$ cat config.mk
export PLATFORM = sky130hd
export DESIGN_NAME = i2c_cmd_master
export DESIGN_NICKNAME = d
export VERILOG_FILES = /design/src/rtl/i2c_cmd_pkg.sv /design/src/rtl/i2c_cmd_qtimer.sv /design/src/rtl/i2c_cmd_engine.sv /design/src/rtl/i2c_cmd_regs.sv /design/src/rtl/i2c_cmd_master.sv
export SDC_FILE = /design/constraint.sdc
export NUM_CORES = 1
export LEC_CHECK = 0
export BUFFER_PORTS_ARGS = -buffer_cell sky130_fd_sc_hd__buf_2
export CAP_MARGIN = 20
export CORE_ASPECT_RATIO = 0.5
export CORE_MARGIN = 2
export CORE_UTILIZATION = 40
export DETAILED_ROUTE_END_ITERATION = 10
export HOLD_SLACK_MARGIN = 0.02
export PLACE_DENSITY = 0.61
export SLEW_MARGIN = 5
export SYNTH_ARGS = -nofsm -noshare
export SYNTH_HDL_FRONTEND = slang
export SYNTH_HIERARCHICAL = 1
export SYNTH_SLANG_ARGS = --single-unit
$ cat constraint.sdc
create_clock -name clk -period 3 [get_ports clk]
set_input_delay 0.3 -clock clk [delete_from_list [all_inputs] [get_ports clk]]
set_output_delay 0.3 -clock clk [all_outputs]
set_load 0.005 [all_outputs]
$ cat src/rtl/i2c_cmd_pkg.sv
package i2c_cmd_pkg;

  localparam int BYTE_W = 8;

  typedef enum logic [3:0] {
    OP_START     = 4'd1,
    OP_RESTART   = 4'd2,
    OP_SEND      = 4'd3,
    OP_RECV_ACK  = 4'd6,
    OP_RECV_NACK = 4'd7,
    OP_STOP      = 4'd10
  } op_e;

  typedef enum logic [1:0] {
    ST_NORMAL = 2'd0,
    ST_ACK    = 2'd1,
    ST_NACK   = 2'd2,
    ST_ABORT  = 2'd3
  } status_e;

  localparam logic [3:0] A_CTRL  = 4'h0;
  localparam logic [3:0] A_CLKT  = 4'h1;
  localparam logic [3:0] A_CMD   = 4'h2;
  localparam logic [3:0] A_DATA  = 4'h3;
  localparam logic [3:0] A_IFCLR = 4'h8;
  localparam logic [3:0] A_IEN   = 4'hA;

  // True for the codes that launch a primitive
  function automatic logic op_known(input logic [3:0] c);
    case (c)
      4'd1, 4'd2, 4'd3, 4'd6, 4'd7, 4'd10: return 1'b1;
      default: return 1'b0;
    endcase
  endfunction

  // Primitives that move a byte plus an acknowledge bit
  function automatic logic op_has_byte(input op_e o);
    return (o == OP_SEND) || (o == OP_RECV_ACK) || (o == OP_RECV_NACK);
  endfunction

  // Terminal count of one quarter: mult*(field+1) cycles
  function automatic logic [31:0] quarter_last(input logic [31:0] field,
                                               input logic [31:0] mult);
    return mult * (field + 32'd1) - 32'd1;
  endfunction

endpackage

$ cat src/rtl/i2c_cmd_qtimer.sv
module i2c_cmd_qtimer #(
  parameter int CNT_W = 12
) (
  input  logic             clk,
  input  logic             rst_n,
  input  logic             clr,
  input  logic             run,
  input  logic             stall,
  input  logic [CNT_W-1:0] last,
  output logic [1:0]       quarter,
  output logic             q_end
);

  logic [CNT_W-1:0] cnt;

  assign q_end = run && !stall && (cnt == last);

  always_ff @(posedge clk or negedge rst_n) begin
    if (!rst_n) begin
      cnt     <= '0;
      quarter <= '0;
    end else if (clr) begin
      cnt     <= '0;
      quarter <= '0;
    end else if (run && !stall) begin
      if (cnt == last) begin
        cnt     <= '0;
        quarter <= quarter + 2'd1;
      end else begin
        cnt <= cnt + 1'b1;
      end
    end
  end

  assert_cnt_bound_R3: assert property (@(posedge clk) disable iff (!rst_n)
    run |-> (cnt <= last));

  assert_stall_holds_R10: assert property (@(posedge clk) disable iff (!rst_n)
    (run && stall && !clr) |=> (cnt == $past(cnt)));

endmodule

$ cat src/rtl/i2c_cmd_engine.sv
module i2c_cmd_engine
  import i2c_cmd_pkg::*;
#(
  parameter int DATA_W       = 8,
  parameter int DIV_W        = 8,
  parameter int QUARTER_MULT = 16
) (
  input  logic              clk,
  input  logic              rst_n,
  input  logic              soft_rst,
  input  logic              launch,
  input  logic [3:0]        launch_op,
  input  logic [DATA_W-1:0] tx_byte,
  input  logic [DIV_W-1:0]  div_field,
  input  logic              scl_in,
  input  logic              sda_in,
  output logic              busy,
  output logic              done,
  output logic              rx_load,
  output logic [1:0]        done_status,
  output logic [DATA_W-1:0] rx_byte,
  output logic              scl_oe,
  output logic              sda_oe
);

  localparam int CNT_W  = $clog2(QUARTER_MULT * (1 << DIV_W));
  localparam int SLOT_W = $clog2(DATA_W + 1);

  op_e               op_q;
  logic [SLOT_W-1:0] slot;
  logic [DATA_W-1:0] shreg;
  logic [CNT_W-1:0]  last_q;
  logic              ack_q, scl_hold, sda_hold;
  logic [1:0]        quarter;
  logic              q_end, stall, sample, q_last;
  logic              drv_scl, drv_sda;
  logic              has_byte, ack_slot, last_slot, is_start, is_send, is_recv;
  logic              abort_hit, finish;

  assign has_byte  = op_has_byte(op_q);
  assign ack_slot  = has_byte && (slot == SLOT_W'(DATA_W));
  assign last_slot = has_byte ? ack_slot : 1'b1;
  assign is_start  = (op_q == OP_START) || (op_q == OP_RESTART);
  assign is_send   = (op_q == OP_SEND);
  assign is_recv   = (op_q == OP_RECV_ACK) || (op_q == OP_RECV_NACK);

  // SCL is released in quarter 1; a low line there means stretching
  assign stall = busy && (quarter == 2'd1) && !scl_in;

  i2c_cmd_qtimer #(.CNT_W(CNT_W)) u_qtimer (
    .clk     (clk),
    .rst_n   (rst_n),
    .clr     (launch || soft_rst),
    .run     (busy),
    .stall   (stall),
    .last    (last_q),
    .quarter (quarter),
    .q_end   (q_end)
  );

  assign sample = q_end && (quarter == 2'd1);
  assign q_last = q_end && (quarter == 2'd3);

  // Pad pattern for the current quarter (1 = pull low)
  always_comb begin
    drv_scl = (quarter == 2'd0) || (quarter == 2'd3);
    drv_sda = 1'b0;
    if (is_start) begin
      drv_sda = quarter[1];
    end else if (op_q == OP_STOP) begin
      drv_scl = (quarter == 2'd0);
      drv_sda = !quarter[1];
    end else if (is_send) begin
      drv_sda = !ack_slot && !shreg[DATA_W-1];
    end else if (is_recv) begin
      drv_sda = ack_slot && (op_q == OP_RECV_ACK);
    end
  end

  assign abort_hit = busy && sample && !sda_in && !drv_sda &&
                     (is_start || (is_send && !ack_slot));
  assign finish    = busy && (abort_hit || (q_last && last_slot));

  assign done        = finish;
  assign rx_load     = finish && !abort_hit && is_recv;
  assign rx_byte     = shreg;
  assign done_status = abort_hit ? ST_ABORT :
                       is_send   ? (ack_q ? ST_ACK : ST_NACK) : ST_NORMAL;

  assign scl_oe = busy ? drv_scl : scl_hold;
  assign sda_oe = busy ? drv_sda : sda_hold;

  always_ff @(posedge clk or negedge rst_n) begin
    if (!rst_n) begin
      busy     <= 1'b0;
      op_q     <= OP_START;
      slot     <= '0;
      shreg    <= '0;
      ack_q    <= 1'b0;
      last_q   <= '0;
      scl_hold <= 1'b0;
      sda_hold <= 1'b0;
    end else if (soft_rst) begin
      busy     <= 1'b0;
      scl_hold <= 1'b0;
      sda_hold <= 1'b0;
    end else if (launch) begin
      busy   <= 1'b1;
      op_q   <= op_e'(launch_op);
      slot   <= '0;
      shreg  <= tx_byte;
      ack_q  <= 1'b0;
      last_q <= CNT_W'(quarter_last(32'(div_field), 32'(QUARTER_MULT)));
    end else if (busy) begin
      if (finish) begin
        busy     <= 1'b0;
        scl_hold <= !abort_hit && drv_scl;
        sda_hold <= !abort_hit && drv_sda;
      end
      if (sample && ack_slot) ack_q <= !sda_in;
      if (sample && is_recv && !ack_slot) shreg <= {shreg[DATA_W-2:0], sda_in};
      if (q_last && is_send && !ack_slot) shreg <= {shreg[DATA_W-2:0], 1'b0};
      if (q_last && !last_slot) slot <= slot + 1'b1;
    end
  end

  assert_sda_moves_scl_low_R4: assert property (@(posedge clk) disable iff (!rst_n)
    (busy && $past(busy) && (is_send || is_recv) && (sda_oe != $past(sda_oe)))
      |-> scl_oe);

  assert_abort_releases_R8: assert property (@(posedge clk) disable iff (!rst_n)
    (done && (done_status == ST_ABORT)) |=> (!scl_oe && !sda_oe));

  assert_slot_bound_R3: assert property (@(posedge clk) disable iff (!rst_n)
    busy |-> (slot <= SLOT_W'(DATA_W)));

endmodule

$ cat src/rtl/i2c_cmd_regs.sv
module i2c_cmd_regs
  import i2c_cmd_pkg::*;
#(
  parameter int DIV_W = 8
) (
  input  logic              clk,
  input  logic              rst_n,
  input  logic [3:0]        reg_addr,
  input  logic              reg_wr,
  input  logic [BYTE_W-1:0] reg_wdata,
  output logic [BYTE_W-1:0] reg_rdata,
  input  logic              eng_busy,
  input  logic              eng_done,
  input  logic              eng_rx_load,
  input  logic [1:0]        eng_status,
  input  logic [BYTE_W-1:0] eng_rx,
  output logic              launch,
  output logic [3:0]        launch_op,
  output logic [BYTE_W-1:0] tx_byte,
  output logic [DIV_W-1:0]  div_field,
  output logic              soft_rst,
  output logic              irq
);

  logic              ctrl_rst, flag, ien;
  logic [DIV_W-1:0]  clkt;
  logic [BYTE_W-1:0] data_q;
  logic [1:0]        status;
  logic [3:0]        cmd_code;

  assign launch = reg_wr && (reg_addr == A_CMD) && reg_wdata[7] && !eng_busy &&
                  !ctrl_rst && op_known(reg_wdata[3:0]);
  assign launch_op = reg_wdata[3:0];
  assign tx_byte   = data_q;
  assign div_field = clkt;
  assign soft_rst  = ctrl_rst;
  assign irq       = flag && ien;

  always_ff @(posedge clk or negedge rst_n) begin
    if (!rst_n) begin
      ctrl_rst <= 1'b0;
      clkt     <= '0;
      data_q   <= '0;
      ien      <= 1'b0;
      flag     <= 1'b0;
      status   <= '0;
      cmd_code <= '0;
    end else begin
      if (reg_wr) begin
        case (reg_addr)
          A_CTRL:  ctrl_rst <= reg_wdata[0];
          A_CLKT:  clkt     <= DIV_W'(reg_wdata);
          A_DATA:  data_q   <= reg_wdata;
          A_IEN:   ien      <= reg_wdata[0];
          default: ;
        endcase
      end
      if (launch) cmd_code <= reg_wdata[3:0];
      if (eng_rx_load) data_q <= eng_rx;
      if (ctrl_rst) begin
        flag   <= 1'b0;
        status <= '0;
      end else begin
        if (reg_wr && (reg_addr == A_IFCLR) && reg_wdata[0]) flag <= 1'b0;
        if (eng_done) begin
          flag   <= 1'b1;
          status <= eng_status;
        end
      end
    end
  end

  always_comb begin
    case (reg_addr)
      A_CTRL:  reg_rdata = {7'd0, ctrl_rst};
      A_CLKT:  reg_rdata = BYTE_W'(clkt);
      A_CMD:   reg_rdata = {eng_busy, status, 1'b0, cmd_code};
      A_DATA:  reg_rdata = data_q;
      A_IFCLR: reg_rdata = {7'd0, flag};
      A_IEN:   reg_rdata = {7'd0, ien};
      default: reg_rdata = '0;
    endcase
  end

  assert_flag_on_done_R9: assert property (@(posedge clk) disable iff (!rst_n)
    (eng_done && !ctrl_rst) |=> flag);

  assert_ignore_busy_R2: assert property (@(posedge clk) disable iff (!rst_n)
    (eng_busy && reg_wr && (reg_addr == A_CMD)) |=> $stable(cmd_code));

endmodule

$ cat src/rtl/i2c_cmd_master.sv
module i2c_cmd_master
  import i2c_cmd_pkg::*;
#(
  parameter int DIV_W        = 8,
  parameter int QUARTER_MULT = 16
) (
  input  logic       clk,
  input  logic       rst_n,
  input  logic [3:0] reg_addr,
  input  logic       reg_wr,
  input  logic [7:0] reg_wdata,
  output logic [7:0] reg_rdata,
  output logic       irq,
  output logic       scl_oe,
  input  logic       scl_in,
  output logic       sda_oe,
  input  logic       sda_in
);

  logic              launch, soft_rst, busy, done, rx_load;
  logic [3:0]        launch_op;
  logic [BYTE_W-1:0] tx_byte, rx_byte;
  logic [DIV_W-1:0]  div_field;
  logic [1:0]        done_status;

  i2c_cmd_regs #(.DIV_W(DIV_W)) u_regs (
    .clk         (clk),
    .rst_n       (rst_n),
    .reg_addr    (reg_addr),
    .reg_wr      (reg_wr),
    .reg_wdata   (reg_wdata),
    .reg_rdata   (reg_rdata),
    .eng_busy    (busy),
    .eng_done    (done),
    .eng_rx_load (rx_load),
    .eng_status  (done_status),
    .eng_rx      (rx_byte),
    .launch      (launch),
    .launch_op   (launch_op),
    .tx_byte     (tx_byte),
    .div_field   (div_field),
    .soft_rst    (soft_rst),
    .irq         (irq)
  );

  i2c_cmd_engine #(
    .DATA_W       (BYTE_W),
    .DIV_W        (DIV_W),
    .QUARTER_MULT (QUARTER_MULT)
  ) u_engine (
    .clk         (clk),
    .rst_n       (rst_n),
    .soft_rst    (soft_rst),
    .launch      (launch),
    .launch_op   (launch_op),
    .tx_byte     (tx_byte),
    .div_field   (div_field),
    .scl_in      (scl_in),
    .sda_in      (sda_in),
    .busy        (busy),
    .done        (done),
    .rx_load     (rx_load),
    .done_status (done_status),
    .rx_byte     (rx_byte),
    .scl_oe      (scl_oe),
    .sda_oe      (sda_oe)
  );

  assert_launch_busy_R2: assert property (@(posedge clk) disable iff (!rst_n)
    launch |=> busy);

  assert_reset_hold_R11: assert property (@(posedge clk) disable iff (!rst_n)
    $past(soft_rst) && soft_rst |-> (!busy && !scl_oe && !sda_oe));

endmodule

== Yosys cells after proc, flatten, opt, wreduce, memory -nomap -nowiden ==
Cells that the tools add are included.
Word-level totals
  register bits after elaboration: 71
  input port bits: 17
  output and inout bits: 11
  word-level logic and storage cells: 172
Cells by class
  add/sub/neg operators: 5
  equal/unequal tests: 22
  multiplexer cells: 50
  bitwise gates (word level): 1
  reductions and logical operators: 77
Operators with widths (count)
  $mux W8: 7
  $pmux W8 S6: 1
  $mux W12: 3
  $logic_and A1 B1 Y1: 34
  $mux W1: 28
  $eq A4 B2 Y1 const B: 6
  $eq A4 B4 Y1 const B: 5
  $reduce_bool A2 Y1: 9
  $eq A4 B3 Y1 const B: 4
  $mux W2: 8
  $add A12 B1 Y12 const B: 1
  $eq A12 B12 Y1: 1
  $eq A4 B1 Y1 const B: 3
  $mux W4: 3
  $reduce_and A2 Y1: 6
  $reduce_and A3 Y1: 4
  $sub A12 B1 Y12 const B: 1
  $logic_not A1 Y1: 11
  $add A8 B1 Y8 const B: 1
  $logic_or A1 B1 Y1: 8
  $reduce_bool A3 Y1: 2
  $reduce_or A6 Y1: 1
  $add A4 B1 Y4 const B: 1
  $logic_not A4 Y1: 1
  6 further kinds: 6

== Longest topological paths before layout ==
Gate-level depths: netlist of run 1.
  depth after elaboration: 18
  gate-level depth with buffers: 16
  depth with buffers taken out: 13

== Modules after synthesis ==
Netlist of run 1, hierarchy kept.
Modules (own cells, without submodules)
  i2c_cmd_engine: times used 1, cells an instance 224, area each 1916.8 sq um, seq. area each 726.9 sq um
  i2c_cmd_regs: times used 1, cells an instance 141, area each 1378.8 sq um, seq. area each 625.6 sq um
  i2c_cmd_qtimer: times used 1, cells an instance 111, area each 950.9 sq um, seq. area each 350.3 sq um

== Worst setup path before layout of run 1 ==
OpenSTA, ideal clock, no wires.
  path type: reg2reg
  from: register u_engine.last_q[3]
  to: register u_regs.data_q[2] (netlist: u_regs/tx_byte[2])
  setup time: 0.122 ns
  data arrival time: 3.071 ns
  data required time: 2.878 ns
  setup slack: -0.193 ns
  stages on the path, launching flop included: 14
  buffers on the path: 2
  clock period less this slack: 3.193 ns
  path through: dfrtp_1 xor2_1 nor4_1 nand3_2 buf_2 nor2_1 nand3_1 nor4_1 o211ai_1 o22ai_1 and3_1 clkbuf_1 nor2b_1 a21oi_1
On the way
  longest elaborated chain between the ends: 13
  elaborated cells between the ends (all ways): 18
  those cells by class: eq/ne: 1; mux: 1; reduce/logical: 16
Ends and longest elaborated chain
  start, declared: RTL line i2c_cmd_engine.sv:32  | logic [CNT_W-1:0] last_q;
  start signal, assigned: RTL line i2c_cmd_engine.sv:113  | last_q <= CNT_W'(quarter_last(32'(div_field), 32'(QUARTER_MULT)));
  $eq A12 B12 Y1 (*): RTL line i2c_cmd_qtimer.sv:16  | assign q_end = run && !stall && (cnt == last);
  $logic_and A1 B1 Y1 (*): RTL line i2c_cmd_qtimer.sv:16
  net u_engine.q_end: RTL line i2c_cmd_engine.sv:35  | logic q_end, stall, sample, q_last;
  $logic_and A1 B1 Y1: RTL line i2c_cmd_engine.sv:61  | assign sample = q_end && (quarter == 2'd1);
  $logic_and A1 B1 Y1 (4 in a row): RTL line i2c_cmd_engine.sv:80  | assign abort_hit = busy && sample && !sda_in && !drv_sda &&
  $logic_or A1 B1 Y1 (*): RTL line i2c_cmd_engine.sv:82  | assign finish = busy && (abort_hit || (q_last && last_slot));
  $logic_and A1 B1 Y1 (*): RTL line i2c_cmd_engine.sv:82
  net done: RTL line i2c_cmd_master.sv:20  | logic launch, soft_rst, busy, done, rx_load;
  $logic_and A1 B1 Y1 (*) (2 in a row): RTL line i2c_cmd_engine.sv:85  | assign rx_load = finish && !abort_hit && is_recv;
  net rx_load: RTL line i2c_cmd_master.sv:20
  $reduce_bool A2 Y1 (no source line)
  $reduce_and A2 Y1 (no source line)
  end signal, assigned: RTL line i2c_cmd_regs.sv:53  | A_DATA: data_q <= reg_wdata;
  end signal, assigned: RTL line i2c_cmd_regs.sv:59  | if (eng_rx_load) data_q <= eng_rx;
  end, declared: RTL line i2c_cmd_regs.sv:27  | logic [BYTE_W-1:0] data_q;
Mark *: on every way through the listed nets, which the timed path passes. The rest lies on a longest branch.
A chain may end at the register's enable or synchronous reset.

== Final worst setup path of run 1 ==
  from: register u_engine.slot[0]
  to: output port sda_oe
On the way
  longest elaborated chain between the ends: 8
  elaborated cells between the ends (all ways): 10
  those cells by class: eq/ne: 1; mux: 5; reduce/logical: 4
Ends and longest elaborated chain
  start, declared: RTL line i2c_cmd_engine.sv:30  | logic [SLOT_W-1:0] slot;
  start signal, assigned: RTL line i2c_cmd_engine.sv:123  | if (q_last && !last_slot) slot <= slot + 1'b1;
  $eq A4 B4 Y1 (*): RTL line i2c_cmd_engine.sv:41  | assign ack_slot = has_byte && (slot == SLOT_W'(DATA_W));
  $logic_and A1 B1 Y1 (*): RTL line i2c_cmd_engine.sv:41
  $logic_and A1 B1 Y1 / $logic_not A1 Y1 (equally long branches): RTL line i2c_cmd_engine.sv:76, i2c_cmd_engine.sv:74
  $mux W1 / $logic_and A1 B1 Y1 (equally long branches): RTL line i2c_cmd_engine.sv:75, i2c_cmd_engine.sv:74
  $mux W1 (*): RTL line i2c_cmd_engine.sv:73  | end else if (is_send) begin
  $mux W1 (*): RTL line i2c_cmd_engine.sv:70  | end else if (op_q == OP_STOP) begin
  $mux W1 (*): RTL line i2c_cmd_engine.sv:68  | if (is_start) begin
  $mux W1 (*): RTL line i2c_cmd_engine.sv:91  | assign sda_oe = busy ? drv_sda : sda_hold;
  end, declared: RTL line i2c_cmd_master.sv:16  | output logic sda_oe,
Every way passes the cells marked *; elsewhere a longest branch is shown, timed or not.

==> out/results.ini, run 1 <==
[cells_and_area]
final_cell_mix=nand2_1 (70), dfrtp_1 (67), nor2_1 (32), a21oi_1 (31)
final_common_cell=nand2_1
syn_to_final_growth_pct=12.8
fin_nets=523
antenna_cells=0
drive_above_1_share_pct=17.9

[synth]
syn_area_per_cell_um2=8.92
synth_edf_count=0
ys_top_cells_by_area=dfrtp_1 (39%), nand2_1 (6.2%), mux2i_1 (3.8%)
synth_cell_types=64
synth_nets=500
ys_seq_area_share_pct=40.1
ys_ff_latch=68
ys.flop_type=dfrtp_1
ys.warnings.count=6
synthArstFlopShare_pct=100
synth_area_um2=4250
yosysTopAreaCell=dfrtp_1
synthCells=476
synth_top_cell_area_share_pct=39.5

[worst_hold_path]
hold_path.class=input port to asynchronous set/reset pin

[route]
drc_errors=0
ant_nets=0
dr.pass1.iters=5
drt_wl_total_mm=10.3
wire_per_inst_um=16.1
vias=3547
detail_route.iter0.violations=219
viasPerCell=5.52

[die]
die_x_um=150
start_util_pct=41.3
io_pins=28
dieArea_um2=11500
die_h_um=76.9
num_rows=26
core_area_um2=10300

[sta]
fin_crit_sh_pct=92.4
tightest_slew_ps=920
finalHoldViolCount=0
timing.fmax_ghz=0.361
fin_worst_skew_ps=4.36
finalWorstSetupSlack_ps=228
hold_slack_ps=86.0
tns_ps=0
setup_viol=0
grt_setup_unrepaired=no
period_minus_slack_ps=2770
maxSlewHeadroom_pct=38.6
slew_violations=0

[clock_tree]
clockRootBuffer=clkbuf_16
insertion_delay_ps=340
numCtsBuffers=9
htreeDepth=3
cts_sinks=68
cts_tree=yes
clkTransAtPathRegs_ps=50
cts_buffer_depth=2

[global_route]
grt_usage_pct=19.0
grt_first_pass_wirelength_mm=17.2
met1_usage_pct=27.7
grt_max_degree=41
grt_use_met2_pct=28.4
grt_overflow=0
grt_pass1_vias=3299
antenna_found_initial=0
top_usage_layer=met2
use_met3_pct=4.46

[run_status]
status=complete, no violations

[worst_setup_path]
critPathCaptureType=primary output
required_ps=2700
critPathLaunchType=flip-flop
critical_path_class=flip-flop to primary output
cp.arrival_ps=2470
crit_fanout=7

[place]
port_buffers=27
hpwl_mm=7.33
routabilityCongestion=0.850
dp_slack_ps=253

[flow_run]
maxCapViolations=0

[power]
p_leak_nw=2.08
power_density_nw_per_um2=608
ir_drop_mv=0.319

## kinds of logic after synthesis
logic type      Yosys count  synth area share [%]
fa+ha+maj                 7                  2.06
compound gates          102                  15.3
xor+xnor                 19                  3.92
simple gates            206                  25.5
flops                    68                  40.1
mux                      31                  8.01
buf+inv                  43                  5.13
## layout make-up
| type | instances | area [um2] |
|---|---|---|
| flip-flops and latches | 68 | 1700 |
| inverters | 15 | 56.3 |
| clock inverters | 2 | 10.0 |
| multi-input cells | 365 | 2350 |
| fillers | 1018 | 5490 |
| well taps | 140 | 175 |
| repair buffers | 40 | 233 |
| clock buffers | 13 | 260 |
## state kept, by name, indices dropped and copies added (netlist names)
register and count:
u_engine/last_q 9, u_engine/scl_hold 1, u_regs/soft_rst 1, u_engine/rx_byte 8, u_engine/u_qtimer/cnt 12, u_regs/status 2, u_regs/ien 1, u_engine/ack_q 1
u_engine/sda_hold 1, u_regs/tx_byte 8, u_engine/slot 4, u_engine/u_qtimer/quarter 2, u_engine/op_q 4, u_regs/div_field 8, u_regs/cmd_code 4, u_regs/flag 1
u_engine/busy 1
## critical path, stage by stage (launching register included)
cell,delay [ps]
dfrtp_1,390
inv_1,80
ha_1,200
and3b_1,270
o41a_1,380
a221oi_4,400
a21oi_1,120
a21oi_1,160
buf_2,120
## stage by stage
stage / utilization [%] / cells / power (mW) / instance area, um2
6_report: 46.6 / 643 / 2.91 / 4790
5_1_grt: 46.6 / 643 / 3.08 / 4790
4_1_cts: 46.5 / 643 / 2.92 / 4780
3_5_place_dp: 43.8 / 628 / 1.92 / 4510
3_3_place_gp: 43.8 / 628 / 1.91 / 4510
2_1_floorplan: - / 476 / 1.75 / 4260
## synthesized netlist by cell type (2+ instances only)
| library cell | n |
|---|---|
| nor2_1 | 33 |
| nand2b_1 | 6 |
| nand2_1 | 70 |
| nand3_1 | 21 |
| mux2i_1 | 16 |
| o211ai_1 | 2 |
| nor3_1 | 7 |
| dfrtp_1 | 67 |
| or4_1 | 7 |
| xor2_1 | 16 |
| buf_2 | 7 |
| o21ai_0 | 27 |
| o21a_1 | 3 |
| a21oi_1 | 31 |
| xnor2_1 | 3 |
| a31oi_1 | 8 |
| nand3b_1 | 6 |
| or3_1 | 3 |
| mux2_2 | 14 |
| buf_6 | 3 |
| and2_1 | 2 |
| o22ai_1 | 4 |
| and3_1 | 3 |
| buf_4 | 4 |
| nor4_1 | 9 |
| or3b_1 | 2 |
| or4b_4 | 2 |
| clkbuf_1 | 12 |
| nor2b_1 | 14 |
| or2_2 | 4 |
| o31ai_1 | 3 |
| ha_1 | 7 |
| nand4_1 | 4 |
| a22o_1 | 2 |
| o21ai_1 | 3 |
| nand4b_1 | 2 |
| a22oi_1 | 8 |
| inv_1 | 15 |
## where the power goes
| part | internal, mW | switching [mW] | total, mW |
|---|---|---|---|
| combinational | 0.296 | 0.343 | 0.639 |
| sequential | 1.07 | 0.227 | 1.29 |
| clock | 0.597 | 0.380 | 0.977 |
| total | 1.96 | 0.951 | 2.91 |
## what timing repair did
action                                  4_1_cts  5_1_grt
hold buffers                                  0        0
setup buffers                                 0        0
gates resized for setup                       0        3
endpoints found under the setup margin        0        8
## worst paths after layout
kind                                     startpoint                  end  slack, ps  cells after the start
max                                u_engine/slot[0]               sda_oe        230                      8
min in group clk                       reg_wdata[4]  u_regs/div_field[4]        230                      2
min reg2reg                      u_regs/cmd_code[0]   u_regs/cmd_code[0]        500                      1
max in group asynchronous                     rst_n    u_regs/tx_byte[0]       2130                      2
min                                           rst_n  u_regs/div_field[1]         90                      1
max reg2reg                u_engine/u_qtimer/cnt[5]    u_regs/tx_byte[5]        320                     12
## metal layers
| metal | part of all wire [%] | vias to the layer above |
|---|---|---|
| li1 | - | 1745 |
| met1 | 52 | 1731 |
| met2 | 44 | 63 |
| met3 | 3.6 | 8 |
| met4 | 0.78 | 0 |
| met5 | 0 | - |
(Power assumes the default switching activity.)
==> run 2: changes to the inputs <==
Settings changed: CORE_UTILIZATION 40 to 30, PLACE_DENSITY 0.61 to unset.
==> run 2 against run 1 <==
Effect of this change: count of clock-buffer cells in the layout down 2; first-iteration DRC count down 6.8%; core utilization decreased by 11 points; via count increased by 0.76%; global-route usage is 4.5 points lower; highest routed layer unchanged.
==> out/results.ini, run 2 (same netlist as run 1, synthesis figures left out) <==
[route]
drc_errors=0  ; unchanged
wire_per_inst_um=15.0  ; was 16.1 um
top_layer=met4  ; unchanged
vias=3574  ; was 3,547
route.met2.wl_mm=4.85  ; was 4.51 mm
wl_met3_um=352  ; was 370 um
dr.pass1.iters=4  ; was 5
wl_met1_mm=5.03  ; was 5.38 mm
ant_nets=0  ; unchanged
viasPerCell=5.14  ; was 5.52
drt_wl_total_mm=10.4  ; was 10.3 mm
detail_route.iter0.violations=204  ; was 219

[power]
seq_power_share_pct=44.7  ; was 44.5%
clockPowerShare_pct=33.9  ; was 33.6%
ir_drop_mv=0.270  ; was 0.319 mV
p_int_mw=1.95  ; was 1.96 mW
p_sw_mw=0.951  ; about the same
combPwrFrac_pct=21.5  ; was 22.0%
swShare_pct=32.7  ; about the same
power_density_nw_per_um2=596  ; was 608 nW/um2
finalPower_mw=2.90  ; was 2.91 mW
p_leak_nw=2.09  ; was 2.08 nW

[sta]
finalHoldViolCount=0  ; unchanged
fin_crit_sh_pct=93.9  ; was 92.4%
tightest_slew_ps=756  ; was 920 ps
tns_ps=0  ; unchanged
finalWorstSetupSlack_ps=182  ; was 228 ps
maxSlewHeadroom_pct=49.6  ; was 38.6%
slew_violations=0  ; unchanged
timing.fmax_ghz=0.355  ; was 0.361 GHz
setup_viol=0  ; unchanged
period_minus_slack_ps=2820  ; was 2770 ps
grt_setup_unrepaired=no  ; unchanged
fin_worst_skew_ps=7.36  ; was 4.36 ps
hold_slack_ps=34.2  ; was 86.0 ps

[cells_and_area]
largest_register_ffs=12  ; unchanged
fillers=1407  ; was 1,018
final_cell_mix=nand2_1 (70), dfrtp_1 (67), nor2_1 (33), a21oi_1 (31)  ; was nand2_1 (70), dfrtp_1 (67), nor2_1 (32), a21oi_1 (31)
syn_to_final_growth_pct=14.7  ; was 12.8%
fin_nets=524  ; was 523
drive_above_1_share_pct=18.1  ; was 17.9%
top_regs=u_engine/u_qtimer/cnt (12), u_engine/last_q (9)  ; unchanged
final_common_cell=nand2_1  ; unchanged
regMostFlops=u_engine/u_qtimer/cnt  ; unchanged
antenna_cells=0  ; unchanged
instances_no_fill=696  ; was 643

[die]
die_h_um=88.1  ; was 76.9 um
num_rows=30  ; was 26
io_pins=28  ; unchanged
dieArea_um2=15200  ; was 11,500 um2
start_util_pct=31.0  ; was 41.3%
core_area_um2=13700  ; was 10,300 um2
die_x_um=172  ; was 150 um

[flow_run]
maxCapViolations=0  ; unchanged

[worst_setup_path]
r2r-end=u_regs/tx_byte[4]  ; was u_regs/tx_byte[5]
cp.depth=8  ; unchanged
required_ps=2700  ; about the same
crit_end=sda_oe  ; unchanged
critPathLaunchType=flip-flop  ; unchanged
r2r_start=u_engine/u_qtimer/cnt[3]  ; was u_engine/u_qtimer/cnt[5]
crit_fanout=7  ; unchanged
cp_slowest_stage_delay_ps=430  ; was 400 ps
r2r_slack_ps=320  ; about the same
crit_chain=inv_1 > ha_1 > and3b_1 > o41a_1 > a221oi_4 > a21oi_1 > a21oi_1 > buf_2  ; unchanged
path_buf_inv=2  ; unchanged
cp.arrival_ps=2520  ; was 2470 ps
cp_top_family=compound AO/OA/AOI/OAI gates  ; unchanged
critPathCaptureType=primary output  ; unchanged
cpMaxStageDelayCell=a221oi_4  ; unchanged
critical_path_class=flip-flop to primary output  ; unchanged
r2r_cells=11  ; was 12
path_common_cell=a21oi_1  ; unchanged
startpoint=u_engine/slot[0]  ; unchanged

[place]
routabilityCongestion=0.882  ; was 0.850
dp_slack_ps=201  ; was 253 ps
port_buffers=27  ; unchanged
hpwl_mm=7.53  ; was 7.33 mm
post-place-cells=681  ; was 628

[clock_tree]
cts_sinks=68  ; unchanged
cts_tree=yes  ; unchanged
numCtsBuffers=9  ; unchanged
clockRootBuffer=clkbuf_16  ; unchanged
cts_buffer_depth=2  ; unchanged
htreeDepth=3  ; unchanged
clkTransAtPathRegs_ps=60  ; was 50 ps
insertion_delay_ps=330  ; was 340 ps

[global_route]
grt_overflow=0  ; unchanged
grt_first_pass_wirelength_mm=16.9  ; was 17.2 mm
grt_max_degree=38  ; was 41
grt_usage_pct=14.5  ; was 19.0%
antenna_found_initial=0  ; unchanged
grt_pass1_vias=3239  ; was 3,299

[run_status]
status=complete, no violations  ; unchanged

[worst_hold_path]
hold_path.class=input port to asynchronous set/reset pin  ; unchanged

run 2: changes by cell type in the layout (fill, tap and decap cells not counted):
cell / change
and3_1: -1
and3_2: +1
buf_12: +1
clkbuf_1: -2
clkinvlp_4: +2
nor2_1: +1
nor2_2: -1
nor4_1: +2
nor4_2: -2
run 2: final cells by class:
cell class | instances | area, um2 | area share [%]
Multi-Input combinational cell | 365 | 2340 | 48.0
Inverter | 15 | 56.3 | 1.16
Tap cell | 192 | 240 | 4.93
Sequential cell | 68 | 1700 | 35.0
Clock buffer | 11 | 253 | 5.19
Clock inverter | 4 | 25.0 | 0.514
Timing Repair Buffer | 41 | 253 | 5.19
run 2: how the worst min path moves through the flow:
| stage | startpoint | slack, ps | to | cells after the start |
|---|---|---|---|---|
| 5_1_grt | rst_n | 90 | u_regs/cmd_code[1] | 1 |
| 3_3_place_gp | rst_n | 420 | u_regs/cmd_code[3] | 1 |
| 4_1_cts | rst_n | 60 | u_regs/cmd_code[3] | 1 |
| 6_report | rst_n | 30 | u_regs/cmd_code[3] | 1 |
| 3_5_place_dp | rst_n | 420 | u_regs/cmd_code[3] | 1 |
| 2_1_floorplan | rst_n | 4 | u_engine/ack_q | 0 |
run 2: stage by stage:
stage,util (%),area (um2)
after floorplan,-,4260
final,35.5,4870
after detailed placement,33.5,4590
after CTS,35.5,4870
after global placement,33.5,4590
after global routing,35.5,4870
run 2: worst reg2reg max path: cells and delay by family, from the launching register on:
kind,cells,cell delay [ps]
AND/OR/NAND/NOR,7,1500
flip-flops,1,450
AO/OA/AOI/OAI,3,420
XOR/XNOR,1,190
run 2: repair_timing:
| action | in CTS | in global routing |
|---|---|---|
| hold buffers | 0 | 0 |
| gates resized for setup | 0 | 1 |
| buffers inserted | 0 | 0 |
| endpoints found under the setup margin | 0 | 8 |
run 2: power by group through the flow:
stage	clock (mW)	sequential [mW]	combinational, mW
after floorplan	0	1.22	0.527
after global placement	0	1.30	0.606
after detailed placement	0	1.31	0.625
after CTS	1.02	1.29	0.628
after global routing	1.06	1.32	0.701
final	0.984	1.30	0.624
run 2: layer usage:
| metal | vias up | global-route usage (%) |
|---|---|---|
| met3 | 16 | 3.57 |
| met5 | - | 0 |
| li1 | 1746 | - |
| met2 | 55 | 22.6 |
| met1 | 1757 | 19.6 |
| met4 | 0 | 5.65 |
==> run 3: changes to the inputs <==
--- a/config.mk
+++ b/config.mk
@@ -6,5 +6,5 @@
 export NUM_CORES = 1
 export LEC_CHECK = 0
-export BUFFER_PORTS_ARGS = -buffer_cell sky130_fd_sc_hd__buf_2
+export BUFFER_PORTS_ARGS = -buffer_cell sky130_fd_sc_hd__clkbuf_2
 export CAP_MARGIN = 20
 export CORE_ASPECT_RATIO = 0.5
==> constraint.sdc (replaced) <==
create_clock -name clk -period 3 [get_ports clk]
set_input_delay 0.3 -clock clk [delete_from_list [all_inputs] [get_ports clk]]
set_output_delay 0.3 -clock clk [all_outputs]
set_load 0.01 [all_outputs]
==> run 3 against run 2 <==
Effect of this change: maximum frequency down 0.78%; total power up 4.0%; critical path type unchanged; register-to-register slack about the same; clock power increased by 9.8%; largest cell class unchanged.
==> out/results.ini, run 3 (same netlist as run 1, synthesis figures left out) <==
[run_status]
status=complete, no violations  ; unchanged

[worst_setup_path]
required_ps=2700  ; about the same
startpoint=u_engine/slot[0]  ; unchanged
crit_fanout=7  ; unchanged
critPathCaptureType=primary output  ; unchanged
critical_path_class=flip-flop to primary output  ; unchanged
critPathLaunchType=flip-flop  ; unchanged
cp.arrival_ps=2540  ; was 2520 ps
r2r_start=u_engine/u_qtimer/cnt[4]  ; was u_engine/u_qtimer/cnt[3]

[sta]
period_minus_slack_ps=2840  ; was 2820 ps
tightest_slew_ps=602  ; was 756 ps
timing.fmax_ghz=0.352  ; was 0.355 GHz
grt_setup_unrepaired=no  ; unchanged
fin_worst_skew_ps=7.14  ; was 7.36 ps
slew_violations=0  ; unchanged
tns_ps=0  ; unchanged
maxSlewHeadroom_pct=59.6  ; was 49.6%
finalHoldViolCount=0  ; unchanged
hold_slack_ps=240  ; was 34.2 ps
fin_crit_sh_pct=94.7  ; was 93.9%
setup_viol=0  ; unchanged

[clock_tree]
cts_tree=yes  ; unchanged
cts_buffer_depth=2  ; unchanged
numCtsBuffers=9  ; unchanged
insertion_delay_ps=330  ; about the same
clockRootBuffer=clkbuf_16  ; unchanged
htreeDepth=3  ; unchanged
cts_sinks=68  ; unchanged
clkTransAtPathRegs_ps=60  ; about the same

[place]
port_buffers=27  ; unchanged
hpwl_mm=7.51  ; was 7.53 mm
routabilityCongestion=0.847  ; was 0.882
placed_area_um2=4590  ; unchanged
post-place-cells=681  ; unchanged

[cells_and_area]
final_area_um2=4930  ; was 4870 um2
top_regs=u_engine/u_qtimer/cnt (12), u_engine/last_q (9)  ; unchanged
antenna_cells=0  ; unchanged
largest_register_ffs=12  ; unchanged
regMostFlops=u_engine/u_qtimer/cnt  ; unchanged
syn_to_final_growth_pct=16.0  ; was 14.7%
final_common_cell=nand2_1  ; unchanged
fin_nets=526  ; was 524
final_cell_mix=nand2_1 (70), dfrtp_1 (67), nor2_1 (32), a21oi_1 (31), o21ai_0 (27)  ; was nand2_1 (70), dfrtp_1 (67), nor2_1 (33), a21oi_1 (31)
instances_no_fill=699  ; was 696
fillers=1408  ; was 1,407
drive_above_1_share_pct=18.5  ; was 18.1%

[route]
detail_route.iter0.violations=194  ; was 204
vias=3554  ; was 3,574
wire_per_inst_um=15.1  ; was 15.0 um
ant_nets=0  ; unchanged
drt_wl_total_mm=10.5  ; was 10.4 mm
drc_errors=0  ; unchanged
viasPerCell=5.08  ; was 5.14
dr.pass1.iters=4  ; unchanged

[worst_hold_path]
min_from=reg_wdata[4]
hold_path.class=input port to flip-flop  ; was input port to asynchronous set/reset pin

[die]
num_rows=30  ; unchanged
core_area_um2=13700  ; unchanged
die_x_um=172  ; unchanged
start_util_pct=31.0  ; unchanged
dieArea_um2=15200  ; unchanged
die_h_um=88.1  ; unchanged
io_pins=28  ; unchanged

[global_route]
antenna_found_initial=0  ; unchanged
grt_pass1_vias=3343  ; was 3,239
grt_first_pass_wirelength_mm=17.2  ; was 16.9 mm
grt_max_degree=69  ; was 38
grt_overflow=0  ; unchanged
grt_usage_pct=14.7  ; was 14.5%

[power]
ir_drop_mv=0.292  ; was 0.270 mV
finalPower_mw=3.02  ; was 2.90 mW
p_leak_nw=2.10  ; was 2.09 nW
power_density_nw_per_um2=613  ; was 596 nW/um2

[flow_run]
maxCapViolations=0  ; unchanged

-- run 3: worst max-delay path: stages (launching register included) --
cell,delay (ps)
dfrtp_1,400
inv_1,70
ha_1,200
and3b_1,270
o41a_1,380
a221oi_4,400
a21oi_1,130
a21oi_1,200
clkbuf_2,160
-- run 3: path summary, 6_finish.rpt --
path | end | slack (ps) | cells past startpoint
worst max-delay path | sda_oe | 160 | 8
worst min-delay path | u_regs/div_field[4] | 240 | 2
worst max register to register | u_regs/tx_byte[3] | 320 | 12
worst min register to register | u_engine/last_q[5] | 500 | 2
max in group asynchronous | u_engine/op_q[0] | 2140 | 3
min in group asynchronous | u_regs/div_field[1] | 520 | 3
-- run 3: routing by layer --
metal / GRT usage (%) / vias up / part of all wire (%)
met5: 0 / - / 0
met4: 6.42 / 0 / 1.9
met3: 3.12 / 12 / 3.3
met2: 23.5 / 63 / 46
met1: 19.6 / 1724 / 49
li1: - / 1755 / -
-- run 3: power breakdown --
part	internal (mW)	switching (mW)	leakage [nW]	total, mW
Clock	0.686	0.393	0.149	1.08
Combinational	0.298	0.347	1.08	0.645
Sequential	1.07	0.230	0.874	1.30
-- run 3: layout make-up --
cell class	count	area, um2	share of cell area [%]
clock buffers	12	256	5.21
clock inverters	4	47.5	0.965
inverters	15	56.3	1.14
multi-input cells	365	2350	47.8
flip-flops and latches	68	1700	34.6
well taps	192	240	4.88
repair buffers	43	270	5.49
-- run 3: what timing repair did --
action | 4_1_cts | 5_1_grt
setup endpoints to repair | 0 | 9
hold endpoints to repair | 67 | 0
hold buffers | 1 | 0
gates resized for setup | 0 | 3
setup buffers | 0 | 1
-- run 3: per-stage QoR --
| stage | util (%) | worst slack [ps] |
|---|---|---|
| 2_1_floorplan | - | 4.53 |
| 4_1_cts | 35.8 | 139 |
| 6_report | 36.0 | 160 |
| 3_5_place_dp | 33.5 | 198 |
| 3_3_place_gp | 33.5 | 309 |
| 5_1_grt | 36.0 | 11.7 |
